--- config.mk ---
export PLATFORM = sky130hd
export DESIGN_NAME = out_ep_rxbuf
export DESIGN_NICKNAME = d
export VERILOG_FILES = /design/src/rtl/out_rxbuf_pkg.sv /design/src/rtl/orx_ring_inc.sv /design/src/rtl/orx_ring_level.sv /design/src/rtl/orx_packer.sv /design/src/rtl/out_ep_rxbuf.sv
export SDC_FILE = /design/constraint.sdc
export NUM_CORES = 1
export LEC_CHECK = 0
export BUFFER_PORTS_ARGS = -buffer_cell sky130_fd_sc_hd__buf_4
export CORE_MARGIN = 4
export CORE_UTILIZATION = 57
export DETAILED_ROUTE_END_ITERATION = 10
export PLACE_DENSITY = 0.92
export SYNTH_ARGS = -nofsm -noshare
export SYNTH_HDL_FRONTEND = slang
export SYNTH_HIERARCHICAL = 1
export SYNTH_SLANG_ARGS = --single-unit
--- constraint.sdc ---
create_clock -name clk -period 3.8 [get_ports clk]
set_input_delay 0.19 -clock clk [delete_from_list [all_inputs] [get_ports clk]]
set_output_delay 0.19 -clock clk [all_outputs]
set_load 0.02 [all_outputs]
--- src/rtl/out_rxbuf_pkg.sv ---
package out_rxbuf_pkg;
  localparam int BYTE_W = 8;
  localparam int WORD_W = 16;

  typedef logic [BYTE_W-1:0] byte_t;
  typedef logic [WORD_W-1:0] word_t;

  // receive framing state
  typedef enum logic {
    RX_IDLE = 1'b0,
    RX_BODY = 1'b1
  } rx_state_e;
endpackage

--- src/rtl/orx_ring_inc.sv ---
// Ring successor: ptr + 1 with wrap after DEPTH-1.
module orx_ring_inc #(
  parameter int DEPTH = 64,
  parameter int AW    = $clog2(DEPTH)
) (
  input  logic [AW-1:0] ptr,
  output logic [AW-1:0] nxt
);
  localparam bit POW2 = ((DEPTH & (DEPTH - 1)) == 0);

  generate
    if (POW2) begin : g_pow2
      // natural binary wrap
      assign nxt = ptr + AW'(1);
    end else begin : g_cmp
      assign nxt = (ptr == AW'(DEPTH - 1)) ? '0 : ptr + AW'(1);
    end
  endgenerate
endmodule

--- src/rtl/orx_ring_level.sv ---
// Occupied words between a write and a read offset, modulo DEPTH.
module orx_ring_level #(
  parameter int DEPTH = 64,
  parameter int AW    = $clog2(DEPTH)
) (
  input  logic [AW-1:0] wr,
  input  logic [AW-1:0] rd,
  output logic [AW-1:0] level
);
  localparam logic [AW:0] SPAN = (AW + 1)'(DEPTH);

  logic [AW:0] wrapped;

  always_comb begin
    wrapped = {1'b0, wr} + SPAN - {1'b0, rd};
    if (wr >= rd) begin
      level = wr - rd;
    end else begin
      level = wrapped[AW-1:0];
    end
  end
endmodule

--- src/rtl/orx_packer.sv ---
// Pairs bytes into little-endian 16-bit words; flush emits a held odd byte.
module orx_packer
  import out_rxbuf_pkg::*;
(
  input  logic  clk,
  input  logic  rst_n,
  input  logic  clr,
  input  logic  take,
  input  logic  flush,
  input  byte_t byte_in,
  output logic  fire,
  output word_t word
);
  logic  have_q, have_d;
  byte_t lo_q;
  logic  lo_en;

  always_comb begin
    have_d = have_q;
    fire   = 1'b0;
    word   = '0;
    lo_en  = 1'b0;
    if (clr) begin
      have_d = 1'b0;
    end else if (flush) begin
      fire   = have_q;
      word   = {8'h00, lo_q};
      have_d = 1'b0;
    end else if (take) begin
      if (have_q) begin
        fire   = 1'b1;
        word   = {byte_in, lo_q};
        have_d = 1'b0;
      end else begin
        lo_en  = 1'b1;
        have_d = 1'b1;
      end
    end
  end

  always_ff @(posedge clk or negedge rst_n) begin
    if (!rst_n) begin
      have_q <= 1'b0;
      lo_q   <= '0;
    end else begin
      have_q <= have_d;
      if (lo_en) begin
        lo_q <= byte_in;
      end
    end
  end
endmodule

--- src/rtl/out_ep_rxbuf.sv ---
module out_ep_rxbuf
  import out_rxbuf_pkg::*;
#(
  parameter  int DEPTH_WORDS = 64,
  localparam int AW          = $clog2(DEPTH_WORDS)
) (
  input  logic          clk,
  input  logic          rst_n,
  input  logic          pkt_start,
  input  logic          pkt_end,
  input  logic          byte_valid,
  input  logic [7:0]    byte_data,
  output logic          mem_we,
  output logic [AW-1:0] mem_addr,
  output logic [15:0]   mem_wdata,
  output logic          hs_valid,
  output logic          hs_ack,
  input  logic          rd_off_we,
  input  logic [AW-1:0] rd_off_wdata,
  output logic [AW-1:0] rd_off,
  output logic [AW-1:0] wr_off,
  output logic [AW-1:0] fill_words
);
  rx_state_e     state_q, state_d;
  logic [AW-1:0] run_q, run_d;
  logic [AW-1:0] wr_q, wr_d;
  logic [AW-1:0] rd_q;
  logic          coll_q, coll_d;
  logic          mem_we_q;
  logic [AW-1:0] mem_addr_q;
  word_t         mem_data_q;
  logic          hs_v_q, hs_v_d;
  logic          hs_a_q, hs_a_d;

  logic          in_body, take, end_ok;
  logic          fire;
  word_t         word;
  logic [AW-1:0] run_nxt, run_adv;
  logic          hit, wr_ok, new_coll, pkt_ok;

  assign in_body = (state_q == RX_BODY);
  // start wins over everything; a byte in a start or end cycle is dropped
  assign end_ok  = pkt_end & in_body & ~pkt_start;
  assign take    = byte_valid & in_body & ~pkt_start & ~pkt_end;

  orx_packer u_packer (
    .clk     (clk),
    .rst_n   (rst_n),
    .clr     (pkt_start),
    .take    (take),
    .flush   (end_ok),
    .byte_in (byte_data),
    .fire    (fire),
    .word    (word)
  );

  orx_ring_inc #(.DEPTH(DEPTH_WORDS), .AW(AW)) u_inc (
    .ptr (run_q),
    .nxt (run_nxt)
  );

  orx_ring_level #(.DEPTH(DEPTH_WORDS), .AW(AW)) u_level (
    .wr    (wr_q),
    .rd    (rd_q),
    .level (fill_words)
  );

  // a word may land only if the slot after it is not the read offset
  assign hit      = (run_nxt == rd_q);
  assign wr_ok    = fire & ~coll_q & ~hit;
  assign new_coll = fire & ~coll_q & hit;
  assign run_adv  = wr_ok ? run_nxt : run_q;
  assign pkt_ok   = ~(coll_q | new_coll);

  always_comb begin
    state_d = state_q;
    run_d   = run_q;
    wr_d    = wr_q;
    coll_d  = coll_q;
    hs_v_d  = 1'b0;
    hs_a_d  = 1'b0;
    if (pkt_start) begin
      state_d = RX_BODY;
      run_d   = wr_q;
      coll_d  = 1'b0;
    end else if (end_ok) begin
      state_d = RX_IDLE;
      hs_v_d  = 1'b1;
      hs_a_d  = pkt_ok;
      if (pkt_ok) begin
        wr_d  = run_adv;
        run_d = run_adv;
      end else begin
        run_d = wr_q;
      end
    end else begin
      if (wr_ok) begin
        run_d = run_nxt;
      end
      if (new_coll) begin
        coll_d = 1'b1;
      end
    end
  end

  always_ff @(posedge clk or negedge rst_n) begin
    if (!rst_n) begin
      state_q <= RX_IDLE;
      run_q   <= '0;
      wr_q    <= '0;
      coll_q  <= 1'b0;
      hs_v_q  <= 1'b0;
      hs_a_q  <= 1'b0;
    end else begin
      state_q <= state_d;
      run_q   <= run_d;
      wr_q    <= wr_d;
      coll_q  <= coll_d;
      hs_v_q  <= hs_v_d;
      hs_a_q  <= hs_a_d;
    end
  end

  always_ff @(posedge clk or negedge rst_n) begin
    if (!rst_n) begin
      rd_q <= '0;
    end else if (rd_off_we) begin
      rd_q <= rd_off_wdata;
    end
  end

  always_ff @(posedge clk or negedge rst_n) begin
    if (!rst_n) begin
      mem_we_q   <= 1'b0;
      mem_addr_q <= '0;
      mem_data_q <= '0;
    end else begin
      mem_we_q <= wr_ok;
      if (wr_ok) begin
        mem_addr_q <= run_q;
        mem_data_q <= word;
      end
    end
  end

  assign mem_we    = mem_we_q;
  assign mem_addr  = mem_addr_q;
  assign mem_wdata = mem_data_q;
  assign hs_valid  = hs_v_q;
  assign hs_ack    = hs_a_q;
  assign rd_off    = rd_q;
  assign wr_off    = wr_q;
endmodule

==> run summary <==
Status - finished, final reports clean
Worst-margin pin slew - 1.16 ns
Leak - 1.58 nW
Critical Path AT - 3.03 ns
Drt pass-1 iters - 4
RSZ-0062 raised after global routing - no
Gr ovfl total - 0
Ys Warns - 6
H-tree depth - 2
Die area - 5860 sq um
Final setup fails - 0
Fin area - 3300 sq um
R2R Path End - wr_off[2]$_DFFE_PN0P_
Hold path depth - 2
Die height - 76.6 um
Power Density - 496 nW/um^2
Crit path kind - reg -> reg
Reg area - 1350 sq um
Post-Syn Instances - 214
Critical path data required time - 3.94 ns
Placed instance count - 322
TritonCTS clock tree - yes
Dpl cell area - 3180 sq um
CTS Hold Bufs - 1
I/O Buffers - 62
Final max-slew violation count - 0
Initial Utilization - 60.3%
Mapped Nets - 241
Hold wc startpoint - rd_off_wdata[2]
Crit end category - register
Hold Crit Class - in -> reg
FF-to-FF setup slack - 0.91 ns
Reg2reg path depth - 8
Largest net degree at the start of global routing - 55
Final Util - 74.2%
DRC - 0
Total Neg Setup Slack - 0 ns
Tcrit/Tclk final - 76.1%
Post-synth ARST share - 100%
Initial drt markers - 97
Fmax - 346 MHz
Nets@finish - 305
Post-synth EDFFs - 0
#FFs+latches synth - 54
Clock skew - 0.0110 ns
Antenna Cells - 0
DRT antenna net count - 0
Total CTS buffers - 5
Initial antenna violation count - 0
GRT Overall Usage - 19.7%
Post-synth cell types - 40
Final Hold Fails - 0
Mapped cell area - 2680 sq um
CORE AREA - 4440 sq um
Maximum VDD drop - 282 uV
CTS root buf - clkbuf_8
Worst Setup Start Kind - register
WL/cell - 17.2 um
CTS resizes - 0
First-pass GRT wire length - 9.45 mm
DP HPWL - 4.09 mm
Sink Count - 54
Area delta synth->final - 23.2%
Placer Congestion - 0.765
Number of global-route vias before repair - 1959
Relative slew slack - 22.3%
Setup bufs post-CTS - 0
Sequential fraction of the synthesis area - 50.4%
Maximum buffer depth of the clock tree - 2
Clk pin slew, worst setup/hold paths - 0.10 ns
Via/cell ratio - 5.56
Fin crit period - 2.89 ns
Reg-to-reg critical path startpoint - in_body$_DFFE_PN0P_
Cell Count, Final, Fillers Out - 331
Share of cells above drive strength 1 - 42.3%
Cell row count - 24
Mean post-synth cell area - 12.5 sq um
Io pins - 63
Top FF cell, synth - dfrtp_1
WHS Endpoint - rd_off[2]$_DFFE_PN0P_
Crit path max fanout - 29
Multi-input gate area - 1250 sq um
Later-pin clock latency in the skew report - 0.31 ns
Post-Route WL - 5.68 mm
Die width - 76.6 um
Filler instances - 294
Max-cap viol count - 0
Via Count - 1842
==> report_power, final <==
group | switching [mW] | internal, mW | total (mW)
Combinational | 0.290 | 0.246 | 0.536
Sequential | 0.0730 | 0.646 | 0.719
Clock | 0.186 | 0.197 | 0.382
==> Yosys cell counts (2+ instances only) <==
| master | instances | area share (%) |
|---|---|---|
| xor2_1 | 8 | 2.6 |
| nand2_1 | 8 | 1.1 |
| mux2i_1 | 6 | 2.2 |
| dfrtp_1 | 54 | 50 |
| a21oi_2 | 2 | 0.65 |
| o21ai_0 | 8 | 1.5 |
| a31o_2 | 2 | 0.65 |
| buf_2 | 3 | 0.56 |
| xnor2_1 | 5 | 1.6 |
| ha_1 | 6 | 2.8 |
| a21oi_1 | 8 | 1.5 |
| nor2_1 | 11 | 1.5 |
| nor3_1 | 3 | 0.56 |
| clkbuf_1 | 2 | 0.28 |
| mux2_2 | 27 | 11 |
| a21o_1 | 2 | 0.56 |
| nor3b_1 | 9 | 2.5 |
| mux2_4 | 9 | 5.0 |
| buf_6 | 2 | 0.84 |
| and2_1 | 9 | 2.1 |
| inv_1 | 11 | 1.5 |
==> stage by stage <==
| step | setup WS (ns) | hold slack [ns] | total power [mW] |
|---|---|---|---|
| finish | 0.908 | 0.109 | 1.64 |
| global route | 0.669 | 0.0976 | 1.73 |
| CTS | 0.971 | 0.106 | 1.64 |
| detailed placement | 1.03 | 0.265 | 1.26 |
| global placement | 1.20 | 0.262 | 1.24 |
| floorplan | 1.49 | -0.106 | 1.05 |
==> per-layer routing <==
metal  share of wire [%]  global-route usage, %  vias to the layer above
met4                0.49                   4.35                        0
met3                 4.9                   4.26                        4
met2                  52                   35.1                       54
li1                    -                      -                      874
met5                   0                      0                        -
met1                  42                   24.4                      910
==> critical path, stage by stage, from the launching register on <==
cell      delay (ns)
dfrtp_1         0.42
nor4bb_1        0.68
nor2_1          0.08
nor3b_1         0.41
nand2b_1        0.17
a21oi_4         0.14
buf_4           0.40
mux2i_1         0.30
a21oi_1         0.11
==> registers in the layout, summed over array words and instances (netlist names) <==
register,flops
mem_addr,6
run_q,6
rd_off,6
u_packer/have_q,1
mem_we,1
in_body,1
wr_off,6
hs_valid,1
mem_wdata,16
hs_ack,1
u_packer/lo_q,8
coll_q,1
==> worst max path at each step <==
stage                                    from                 endpoint  slack (ns)  depth (start not counted)
after global routing      in_body$_DFFE_PN0P_    wr_off[0]$_DFFE_PN0P_        0.67                          8
after CTS                 in_body$_DFFE_PN0P_    wr_off[2]$_DFFE_PN0P_        0.97                          8
after detailed placement  in_body$_DFFE_PN0P_    wr_off[4]$_DFFE_PN0P_        1.03                          8
after global placement              pkt_start    wr_off[4]$_DFFE_PN0P_        1.20                          9
final                     in_body$_DFFE_PN0P_    wr_off[2]$_DFFE_PN0P_        0.91                          8
after floorplan           in_body$_DFFE_PN0P_  mem_addr[5]$_DFFE_PN0P_        1.49                          8
==> cells in the final DEF, fill, tap and decap left out, types with 2 or more instances in the layout <==
cell	count
xnor2_1	5
nor2_1	11
o21ai_0	8
and2_1	9
a31o_2	2
inv_1	11
buf_4	63
xor2_1	8
dfrtp_1	54
nor3b_1	9
mux2_2	27
clkbuf_8	5
mux2_4	9
a21o_1	2
a21oi_1	8
nand2_1	8
nor3_1	3
ha_1	6
mux2i_1	6
==> kinds of logic (layout without fill, tap and decap cells) <==
kind of cell / count (synthesis) / in the layout / synth area share, %
adder cells (fa/ha/maj): 7 / 7 / 3.55
AND/OR/NAND/NOR: 51 / 51 / 12.6
multiplexers: 42 / 42 / 18.6
buffers and inverters: 18 / 83 / 3.22
XOR/XNOR: 14 / 14 / 4.86
AO/OA/AOI/OAI: 28 / 28 / 6.73
flip-flops: 54 / 54 / 50.4
==> layout make-up <==
class,instances,share of cell area (%)
clock inverters,2,1.14
clock buffers,6,2.20
repair buffers,64,14.6
flip-flops and latches,54,41.0
well taps,52,1.97
multi-input cells,142,37.8
inverters,11,1.25
(Power assumes the default switching activity.)
